### src/rtl/uart_fe_pkg.sv
package uart_fe_pkg;

    localparam int REG_W = 8;
    localparam int ADR_W = 3;

    localparam logic [ADR_W-1:0] OFF_DATA  = 3'd0;
    localparam logic [ADR_W-1:0] OFF_IEN   = 3'd1;
    localparam logic [ADR_W-1:0] OFF_IID   = 3'd2;
    localparam logic [ADR_W-1:0] OFF_LCTL  = 3'd3;
    localparam logic [ADR_W-1:0] OFF_MCTL  = 3'd4;
    localparam logic [ADR_W-1:0] OFF_LSTAT = 3'd5;

    localparam logic [REG_W-1:0] IID_RX   = 8'h04;
    localparam logic [REG_W-1:0] IID_TX   = 8'h02;
    localparam logic [REG_W-1:0] IID_NONE = 8'h01;

    localparam logic [REG_W-1:0] MCTL_KEY   = 8'h1A;
    localparam logic [REG_W-1:0] MCTL_STORE = 8'h9A;
    localparam logic [REG_W-1:0] LSTAT_IDLE = 8'h60;

    localparam int IEN_RX_BIT = 0;
    localparam int IEN_TX_BIT = 1;
    localparam int LCTL_DIV_BIT = 7;

    localparam int NSRC   = 2;
    localparam int SRC_RX = 0;
    localparam int SRC_TX = 1;

    typedef enum logic [0:0] {TMR_IDLE, TMR_ARMED} tmr_state_e;
    typedef enum logic [0:0] {HOLD_EMPTY, HOLD_FULL} hold_state_e;

    typedef struct packed {
        logic sched;
        logic fire_now;
        logic cancel;
        logic clr_pend;
    } src_ctl_t;

endpackage

### src/rtl/uart_irq_src.sv
module uart_irq_src
    import uart_fe_pkg::*;
#(
    parameter int HOLDOFF   = 23,
    parameter bit TRACK_AGE = 1'b0
) (
    input  logic     clk,
    input  logic     rst_n,
    input  src_ctl_t ctl,
    output logic     pending,
    output logic     recent
);
    localparam int CW = $clog2(HOLDOFF + 1);
    localparam logic [CW-1:0] LOAD = CW'(HOLDOFF);
    localparam logic [CW-1:0] LAST = CW'(1);

    tmr_state_e     state_q, state_d;
    logic [CW-1:0]  cnt_q, cnt_d;
    logic           expire;
    logic           fire;
    logic           pend_q, pend_d;

    // state register
    always_ff @(posedge clk) begin
        if (!rst_n) begin
            state_q <= TMR_IDLE;
            cnt_q   <= '0;
        end else begin
            state_q <= state_d;
            cnt_q   <= cnt_d;
        end
    end

    // transitions: schedule / reschedule / expire / cancel
    always_comb begin
        state_d = state_q;
        cnt_d   = cnt_q;
        expire  = 1'b0;
        unique case (state_q)
            TMR_IDLE: begin
                cnt_d = cnt_q;
            end
            TMR_ARMED: begin
                if (cnt_q == LAST) begin
                    expire  = 1'b1;
                    state_d = TMR_IDLE;
                end else begin
                    cnt_d = cnt_q - 1'b1;
                end
            end
            default: state_d = TMR_IDLE;
        endcase
        if (ctl.cancel) begin
            state_d = TMR_IDLE;
            expire  = 1'b0;
        end else if (ctl.sched) begin
            state_d = TMR_ARMED;
            cnt_d   = LOAD;
            expire  = 1'b0;
        end
    end

    assign fire   = expire | (ctl.fire_now & ~ctl.cancel);
    assign pend_d = ctl.cancel ? 1'b0 : ((pend_q & ~ctl.clr_pend) | fire);

    // output register
    always_ff @(posedge clk) begin
        if (!rst_n) pend_q <= 1'b0;
        else        pend_q <= pend_d;
    end
    assign pending = pend_q;

    generate
        if (TRACK_AGE) begin : g_age
            logic [CW-1:0] age_q;
            always_ff @(posedge clk) begin
                if (!rst_n)            age_q <= '0;
                else if (fire)         age_q <= LOAD;
                else if (age_q != '0)  age_q <= age_q - 1'b1;
            end
            assign recent = (age_q != '0);
        end else begin : g_no_age
            assign recent = 1'b0;
        end
    endgenerate
endmodule

### src/rtl/uart_rx_hold.sv
module uart_rx_hold
    import uart_fe_pkg::*;
(
    input  logic             clk,
    input  logic             rst_n,
    input  logic             in_valid,
    input  logic [REG_W-1:0] in_data,
    output logic             in_ready,
    input  logic             pop,
    output logic             avail,
    output logic [REG_W-1:0] held,
    output logic             load
);
    hold_state_e      state_q, state_d;
    logic [REG_W-1:0] byte_q;

    assign in_ready = (state_q == HOLD_EMPTY) | pop;
    assign load     = in_valid & in_ready;

    always_ff @(posedge clk) begin
        if (!rst_n) state_q <= HOLD_EMPTY;
        else        state_q <= state_d;
    end

    // load / pop with refill / pop without refill
    always_comb begin
        state_d = state_q;
        unique case (state_q)
            HOLD_EMPTY: if (load) state_d = HOLD_FULL;
            HOLD_FULL:  if (pop && !load) state_d = HOLD_EMPTY;
            default:    state_d = HOLD_EMPTY;
        endcase
    end

    always_ff @(posedge clk) begin
        if (!rst_n)    byte_q <= '0;
        else if (load) byte_q <= in_data;
    end

    assign avail = (state_q == HOLD_FULL);
    assign held  = byte_q;
endmodule

### src/rtl/uart_csr.sv
module uart_csr
    import uart_fe_pkg::*;
(
    input  logic             clk,
    input  logic             rst_n,
    input  logic             bus_sel,
    input  logic             bus_we,
    input  logic [ADR_W-1:0] bus_addr,
    input  logic [REG_W-1:0] bus_wdata,
    output logic [REG_W-1:0] bus_rdata,
    input  logic             rx_avail,
    input  logic [REG_W-1:0] rx_byte,
    input  logic             rx_load,
    output logic             rx_pop,
    input  logic             rx_pend,
    input  logic             tx_pend,
    input  logic             tx_recent,
    output src_ctl_t         rx_ctl,
    output src_ctl_t         tx_ctl,
    output logic             tx_strobe,
    output logic [REG_W-1:0] tx_data,
    output logic [REG_W-1:0] lctl,
    output logic [REG_W-1:0] mctl
);
    logic [REG_W-1:0] ien_q, lctl_q, mctl_q, txd_q;
    logic             stb_q;
    logic             rd, wr, div_mode;
    logic             data_rd, data_wr, ien_wr, iid_rd;
    logic [REG_W-1:0] iid_code;

    assign rd       = bus_sel & ~bus_we;
    assign wr       = bus_sel &  bus_we;
    assign div_mode = lctl_q[LCTL_DIV_BIT];

    assign data_rd = rd & (bus_addr == OFF_DATA) & ~div_mode;
    assign data_wr = wr & (bus_addr == OFF_DATA) & ~div_mode;
    assign ien_wr  = wr & (bus_addr == OFF_IEN)  & ~div_mode;
    assign iid_rd  = rd & (bus_addr == OFF_IID);

    assign iid_code = rx_pend ? IID_RX : (tx_pend ? IID_TX : IID_NONE);

    always_comb begin
        unique case (bus_addr)
            OFF_DATA:  bus_rdata = (div_mode || !rx_avail) ? '0 : rx_byte;
            OFF_IEN:   bus_rdata = div_mode ? '0 : ien_q;
            OFF_IID:   bus_rdata = iid_code;
            OFF_LCTL:  bus_rdata = lctl_q;
            OFF_MCTL:  bus_rdata = mctl_q;
            OFF_LSTAT: bus_rdata = LSTAT_IDLE | {{(REG_W-1){1'b0}}, rx_avail};
            default:   bus_rdata = '0;
        endcase
    end

    assign rx_pop = data_rd;

    always_comb begin
        tx_ctl.fire_now = ien_wr & bus_wdata[IEN_TX_BIT] & ~tx_recent;
        tx_ctl.sched    = (ien_wr & bus_wdata[IEN_TX_BIT] & tx_recent)
                        | (data_wr & ien_q[IEN_TX_BIT]);
        tx_ctl.cancel   = ien_wr & ~bus_wdata[IEN_TX_BIT];
        tx_ctl.clr_pend = data_wr | (iid_rd & ~rx_pend);

        rx_ctl.fire_now = 1'b0;
        rx_ctl.sched    = (ien_wr & bus_wdata[IEN_RX_BIT] & rx_avail)
                        | (rx_load & ien_q[IEN_RX_BIT]);
        rx_ctl.cancel   = (ien_wr & ~(bus_wdata[IEN_RX_BIT] & rx_avail))
                        | (data_rd & ~rx_load);
        rx_ctl.clr_pend = data_rd;
    end

    always_ff @(posedge clk) begin
        if (!rst_n) begin
            ien_q  <= '0;
            lctl_q <= '0;
            mctl_q <= '0;
            stb_q  <= 1'b0;
            txd_q  <= '0;
        end else begin
            stb_q <= data_wr;
            if (data_wr) txd_q <= bus_wdata;
            if (ien_wr)  ien_q <= bus_wdata;
            if (wr && bus_addr == OFF_LCTL) lctl_q <= bus_wdata;
            if (wr && bus_addr == OFF_MCTL && bus_wdata == MCTL_KEY) mctl_q <= MCTL_STORE;
        end
    end

    assign tx_strobe = stb_q;
    assign tx_data   = txd_q;
    assign lctl      = lctl_q;
    assign mctl      = mctl_q;
endmodule

### src/rtl/uart_regfile.sv
module uart_regfile
    import uart_fe_pkg::*;
#(
    parameter int HOLDOFF = 23
) (
    input  logic       clk,
    input  logic       rst_n,
    input  logic       bus_sel,
    input  logic       bus_we,
    input  logic [2:0] bus_addr,
    input  logic [7:0] bus_wdata,
    output logic [7:0] bus_rdata,
    input  logic       rx_valid,
    input  logic [7:0] rx_data,
    output logic       rx_ready,
    output logic       tx_strobe,
    output logic [7:0] tx_data,
    output logic       irq
);
    logic             avail, load, pop;
    logic [REG_W-1:0] held;
    logic [REG_W-1:0] lctl_w, mctl_w;
    src_ctl_t         ctl   [NSRC];
    logic             pend  [NSRC];
    logic             recent[NSRC];

    uart_rx_hold u_hold (
        .clk      (clk),
        .rst_n    (rst_n),
        .in_valid (rx_valid),
        .in_data  (rx_data),
        .in_ready (rx_ready),
        .pop      (pop),
        .avail    (avail),
        .held     (held),
        .load     (load)
    );

    uart_csr u_csr (
        .clk       (clk),
        .rst_n     (rst_n),
        .bus_sel   (bus_sel),
        .bus_we    (bus_we),
        .bus_addr  (bus_addr),
        .bus_wdata (bus_wdata),
        .bus_rdata (bus_rdata),
        .rx_avail  (avail),
        .rx_byte   (held),
        .rx_load   (load),
        .rx_pop    (pop),
        .rx_pend   (pend[SRC_RX]),
        .tx_pend   (pend[SRC_TX]),
        .tx_recent (recent[SRC_TX]),
        .rx_ctl    (ctl[SRC_RX]),
        .tx_ctl    (ctl[SRC_TX]),
        .tx_strobe (tx_strobe),
        .tx_data   (tx_data),
        .lctl      (lctl_w),
        .mctl      (mctl_w)
    );

    generate
        for (genvar s = 0; s < NSRC; s++) begin : g_src
            uart_irq_src #(
                .HOLDOFF   (HOLDOFF),
                .TRACK_AGE (s == SRC_TX)
            ) u_src (
                .clk     (clk),
                .rst_n   (rst_n),
                .ctl     (ctl[s]),
                .pending (pend[s]),
                .recent  (recent[s])
            );
        end
    endgenerate

    assign irq = pend[SRC_RX] | pend[SRC_TX];
endmodule

### config.mk
export PLATFORM = sky130hd
export DESIGN_NAME = uart_regfile
export DESIGN_NICKNAME = d
export VERILOG_FILES = /design/src/rtl/uart_fe_pkg.sv /design/src/rtl/uart_irq_src.sv /design/src/rtl/uart_rx_hold.sv /design/src/rtl/uart_csr.sv /design/src/rtl/uart_regfile.sv
export SDC_FILE = /design/constraint.sdc
export NUM_CORES = 1
export LEC_CHECK = 0
export BUFFER_PORTS_ARGS = -buffer_cell sky130_fd_sc_hd__buf_2
export CORE_MARGIN = 3
export CORE_UTILIZATION = 50
export DETAILED_ROUTE_END_ITERATION = 8
export PLACE_DENSITY = 0.8
export SLEW_MARGIN = 25
export SYNTH_ARGS = -nofsm -noshare
export SYNTH_HDL_FRONTEND = slang
export SYNTH_SLANG_ARGS = --single-unit
### constraint.sdc
create_clock -name clk -period 1.5 [get_ports clk]
set_clock_uncertainty 0.1 [all_clocks]
set_input_delay 0 -clock clk [delete_from_list [all_inputs] [get_ports clk]]
set_output_delay 0 -clock clk [all_outputs]
set_load 0.01 [all_outputs]
==> results of run 1 <==
[critical path, delay by kind of cell, from the launching register on]
kind                   cells  cell delay, ns
and+or+nand+nor            3            0.66
DFF                        1            0.37
buffers and inverters      2            0.33
AOI/OAI and AO/OA          1            0.12
[cell usage after synthesis, types with 2 or more instances]
cell type   n
a21oi_1    40
a221o_1     2
a22o_1      3
a22oi_1     3
a31oi_1     2
clkbuf_1   11
dfxtp_1    54
ha_1        6
inv_1       9
mux2i_1    11
nand2_1    53
nand2b_1    4
nand3_1    12
nand3b_1    2
nor2_1     16
nor2b_1     4
nor3_1      7
nor3b_1     4
nor4_1      2
nor4b_1     5
o21a_1      2
o21ai_0    26
xnor2_1     8
xor2_1      3
[final cells by class]
| cell class | instances | share of cell area, % |
|---|---|---|
| Inverter | 11 | 1.13 |
| Timing Repair Buffer | 104 | 20.9 |
| Sequential cell | 54 | 28.0 |
| Clock inverter | 2 | 0.452 |
| Tap cell | 67 | 2.16 |
| Clock buffer | 5 | 1.78 |
| Multi-Input combinational cell | 237 | 45.6 |
[path summary, 6_finish.rpt]
path,to,slack [ns],cells after the start
worst max-delay path,bus_rdata[7],-0.42,6
worst min-delay path,u_csr.tx_strobe$_SDFF_PN0_,0.05,3
worst max register to register,g_src[1].u_src.pending$_SDFF_PP0_,-0.29,5
worst min register to register,u_csr.tx_data[4]$_SDFFE_PN0P_,0.36,2
[repair_timing]
| action | CTS | global route |
|---|---|---|
| buffers inserted | 6 | 7 |
| pin swaps | 13 | 25 |
| hold buffers | 18 | 0 |
| setup endpoints to repair | 39 | 52 |
| gates resized for setup | 36 | 63 |
| endpoints found under the hold margin | 39 | 0 |
[where the power goes]
group | switching, mW | internal [mW]
clock | 0.519 | 0.333
combinational | 0.493 | 0.514
sequential | 0.0819 | 1.52
total | 1.09 | 2.37
[logic make-up (layout without fill, tap and decap cells)]
kind of cell | Yosys count | count (layout)
AOI/OAI and AO/OA | 83 | 83
muxes | 11 | 11
DFF | 54 | 54
and+or+nand+nor | 126 | 126
xor gates and xnor gates | 11 | 11
buffers and inverters | 24 | 122
adders and majority gates | 6 | 6
[sequential cells by signal, summed over array words and instances (netlist names), 2 cells and up]
register                 count
u_hold.held                  8
g_src.u_src.state_q          2
g_src.u_src.g_age.age_q      5
u_csr.tx_data                8
g_src.u_src.cnt_q           10
g_src.u_src.pending          2
u_csr.lctl                   8
u_csr.ien_q                  8
[through the flow]
stage	instances	setup WS (ns)	cell area [sq um]
detailed placement	443	-0.165	3130
global placement	443	-0.129	3130
floorplan	315	-0.113	2630
finish	480	-0.420	3880
global route	480	-0.431	3880
CTS	473	-0.215	3560
[metal layers]
metal  vias to the layer above  global-route usage [%]  wire (um)
met1                      1409                    30.0       3560
met2                       265                    45.6       4770
li1                       1317                       -          -
met3                        77                    3.56        964
met5                         -                       0          0
met4                         0                    12.4        596
==> flow_summary_export.csv, run 1 <==
group,metric,value,unit
outcome,outcome,"complete, but fails checks",
outcome,violations,"negative setup slack",
worst_setup_path,start_kind,"flop",
yosys,netlist_area,0.00262,sq mm
routing,viasPerCell,6.39,
grt,grt_pass1_vias,2714,
min_path,hold_start,"bus_we",
placed_design,gp_congestion,0.864,
grt,grt_max_degree,42,
timing,max_freq,521,MHz
yosys,ys_types,50,
grt,grt_usage,25.6,%
grt,gr-total-overflow,0,
clock_tree,clockBufferDepth,2,
die,start_util,53.7,%
die,core,0.00488,sq mm
yosys,netlist.top_cell.by_area,"dfxtp_1",
pwr,power,3.47,mW
timing,maxSlewHeadroom,64.1,%
worst_setup_path,path_max_fanout,8,
worst_setup_path,slowest_delay,0.37,ns
timing,slew_viol_final,0,
min_path,hold_class,"in2reg",
timing,hold_viol_final,0,
routing,drc_errors,0,
worst_setup_path,rr_startpoint,"u_csr.lctl[7]$_SDFFE_PN0P_",
yosys,ys.flop_type,"dfxtp_1",
timing,rsz0062_at_grt,"yes",
clock_tree,path_clk_slew,0.11,ns
timing,post-route-period-util,128,%
die,rows,25,
yosys,synth_area_leaders,"dfxtp_1 41%, a21oi_1 7.6%, nand2_1 7.6%, o21ai_0 5.0%, mux2i_1 4.2%",
run,cap_violations,0,
clock_tree,insertion_delay,0.32,ns
yosys,async_flop_share,0,%
worst_setup_path,worstPathArrival,1.82,ns
worst_setup_path,worstPathCellList,"buf_4 -> nor4_4 -> and2_4 -> nand2_2 -> o311ai_4 -> buf_2",
pwr,pwr_density_cell,894,mW/mm^2
yosys,ys_ff_latch,54,
timing,setup_viol,50,
grt,grt_pass1_wl,12700,um
placed_design,portBuffers,42,
die,die_x,78.4,um
timing,fin_crit,1.92,ns
yosys,synth.yosys.seq_area_share,41.2,%
timing,holdWs,0.0548,ns
clock_tree,cts_tree,"done",
pwr,vdd.ir_drop.worst,0.000707,V
yosys,synth_compound_area_share,18.0,%
yosys,yosys.area_share.simple,26.3,%
timing,tightestPinTransition,0.538,ns
yosys,synthesis.nets,345,
worst_setup_path,cp-end-kind,"output port",
routing,ant_nets,0,
clock_tree,cts_root_buf,"clkbuf_8",
clock_tree,cts_buffers,5,
worst_setup_path,worstSetupPathType,"reg2out",
die,fp.dieArea,0.00615,sq mm
final_layout,utilization,79.4,%
worst_setup_path,cp.required,1.40,ns
timing,setup_tns,-8.96,ns
final_layout,final_cell_mix,"52 x dfxtp_1, 43 x nand2_1, 41 x buf_2, 29 x buf_4, 23 x a21oi_1",
die,die_height,78.4,um
routing,first_iter_violations,409,
pwr,p_leak,1.50,nW
yosys,postSynthCellCount,315,
yosys,synthXorXnorAreaFrac,3.67,%
yosys,synth_top_family_by_area,"simple AND/OR/NAND/NOR gates",
routing,detail_route.wl_per_cell,20.6,um
placed_design,hpwl,4860,um
final_layout,n_antenna_cell,0,
yosys,synthMuxAreaShare,4.20,%
yosys,synth_fa_ha_area_share,2.86,%
routing,wirelength,9890,um
yosys,avgSynthCellArea,8.33,sq um
worst_setup_path,slowest_stage,"dfxtp_4",
clock_tree,clock_sinks,54,
final_layout,finish.net_count,443,
worst_setup_path,critPathLaunch,"u_csr.lctl[7]$_SDFFE_PN0P_",
routing,dr.pass1.iters,7,
die,ios,43,
yosys,yosys_warnings,0,
clock_tree,cts_max_level,2,
timing,worst_slack,-0.420,ns
yosys,yosys.area.top_type_share,41.2,%
final_layout,regArea,0.00109,sq mm
grt,antenna_found_initial,0,
final_layout,drive_gt1_share,39.0,%
yosys,synth_edf_count,0,
final_layout,final.fill_count,259,
routing,route.vias.total,3068,
final_layout,multi_input_area,0.00177,sq mm
final_layout,final_common_cell,"dfxtp_1",
final_layout,area_growth_syn_to_layout,47.8,%
No activity file was read; power rests on OpenSTA's default activity.
==> inputs of run 2 (changes only) <==
SKIP_CTS_REPAIR_TIMING = 1   (was unset)
TNS_END_PERCENT = 30   (was unset)
==> flow_summary_export.csv, run 2 (synthesis gave the netlist of run 1 again) <==
group,metric,value,unit
die,core,0.00488,sq mm
worst_setup_path,worstSetupPathType,"reg2out",
die,start_util,53.7,%
clock_tree,insertion_delay,0.31,ns
grt,grt_pass1_wl,11100,um
grt,grt_pass1_vias,2409,
worst_setup_path,cp.required,1.40,ns
grt,grt_max_degree,28,
worst_setup_path,cp-end-kind,"output port",
routing,viasPerCell,5.58,
clock_tree,clockBufferDepth,2,
placed_design,placed_area,0.00314,sq mm
outcome,violations,"negative setup slack",
routing,ant_nets,0,
clock_tree,path_clk_slew,0.09,ns
timing,post-route-period-util,119,%
routing,first_iter_violations,158,
final_layout,area_growth_syn_to_layout,38.6,%
worst_setup_path,worstPathArrival,1.69,ns
timing,hold_viol_final,0,
timing,slew_viol_final,0,
timing,setup_viol,31,
final_layout,top_register,"g_src.u_src.cnt_q",
pwr,switching_share,28.0,%
clock_tree,cts_tree,"done",
final_layout,final_cell_mix,"52 x nand2_1, 52 x dfxtp_1, 41 x buf_2, 38 x buf_4, 35 x a21oi_1",
die,fp.dieArea,0.00615,sq mm
timing,max_freq,559,MHz
pwr,p_leak,1.44,nW
outcome,outcome,"complete, but fails checks",
timing,rsz0062_at_grt,"yes",
timing,tightestPinTransition,0.416,ns
routing,route.vias.total,2658,
worst_setup_path,start_kind,"flop",
worst_setup_path,path_max_fanout,6,
die,die_height,78.4,um
routing,dr.pass1.iters,4,
clock_tree,cts_buffers,5,
run,cap_violations,0,
pwr,power,3.56,mW
placed_design,portBuffers,42,
final_layout,drive_gt1_share,31.5,%
placed_design,dp_slack,-0.160,ns
placed_design,gp_congestion,0.891,
final_layout,finish.net_count,439,
die,ios,43,
final_layout,utilization,74.5,%
pwr,combinationalPowerShare,27.0,%
grt,gr-total-overflow,0,
final_layout,largest_register_ffs,10,
grt,grt_usage,22.5,%
clock_tree,clock_sinks,54,
final_layout,fin_area,0.00363,sq mm
routing,drc_errors,0,
clock_tree,cts_root_buf,"clkbuf_8",
die,rows,25,
timing,maxSlewHeadroom,72.2,%
routing,detail_route.wl_per_cell,15.7,um
min_path,hold_class,"in2reg",
grt,antenna_found_initial,0,
pwr,vdd.ir_drop.worst,0.000647,V
final_layout,n_antenna_cell,0,
die,die_x,78.4,um
pwr,pwr-share-clk,27.8,%
clock_tree,cts_max_level,2,
timing,fin_crit,1.79,ns
timing,worst_slack,-0.288,ns
pwr,p_int,2.56,mW
pwr,p_seq_share,45.2,%
routing,wirelength,7450,um
pwr,power.switching,0.997,mW
pwr,pwr_density_cell,980,mW/mm^2
placed_design,placed_cells,447,
final_layout,layout.cells.non_filler,476,
placed_design,hpwl,4840,um
[run 2: power by group through the flow]
stage,registers (mW),clock network [mW],logic [mW]
after global placement,1.63,0,0.811
after floorplan,1.63,0,0.509
after CTS,1.60,1.01,0.835
after global routing,1.62,1.07,1.05
after detailed placement,1.63,0,0.827
final,1.61,0.990,0.963
[run 2: worst paths after layout]
check / from / end / slack, ns / cells after the start
worst max register to register: u_csr.lctl[7]$_SDFFE_PN0P_ / g_src[1].u_src.g_age.age_q[2]$_SDFFE_PN0P_ / -0.16 / 4
worst min-delay path: bus_addr[1] / u_csr.tx_strobe$_SDFF_PN0_ / 0.02 / 3
worst min register to register: u_csr.tx_data[4]$_SDFFE_PN0P_ / u_csr.tx_data[4]$_SDFFE_PN0P_ / 0.35 / 2
worst max-delay path: u_csr.lctl[7]$_SDFFE_PN0P_ / bus_rdata[7] / -0.29 / 6
[run 2: per-layer routing]
metal / track usage, % / part of all wire [%] / up-vias
met5: 0 / 0 / -
met1: 29.1 / 40 / 1227
met4: 6.29 / 3.6 / 0
met3: 3.33 / 7.2 / 28
met2: 39.0 / 49 / 108
li1: - / - / 1295
[run 2: worst max-delay path: stages (launching register included)]
cell and delay (ns):
dfxtp_4 0.39, buf_6 0.13, nor3b_2 0.15, a21oi_1 0.07, or3b_4 0.39, o311ai_4 0.07, buf_2 0.18
[run 2: cell type report]
type	instances	area, sq um
clock buffer	6	82.6
clock inverter	1	30.0
fill	344	1240
inverter	11	43.8
multi-input combinational	237	1590
sequential	54	1090
tap	67	83.8
timing repair buffer	100	714
[run 2: through the flow]
stage	TNS [ns]	hold slack [ns]
5_1_grt	-6.00	0.0114
6_report	-2.91	0.0213
3_5_place_dp	-3.52	0.159
2_1_floorplan	-1.35	0.0360
4_1_cts	-7.46	-0.169
3_3_place_gp	-2.32	0.154
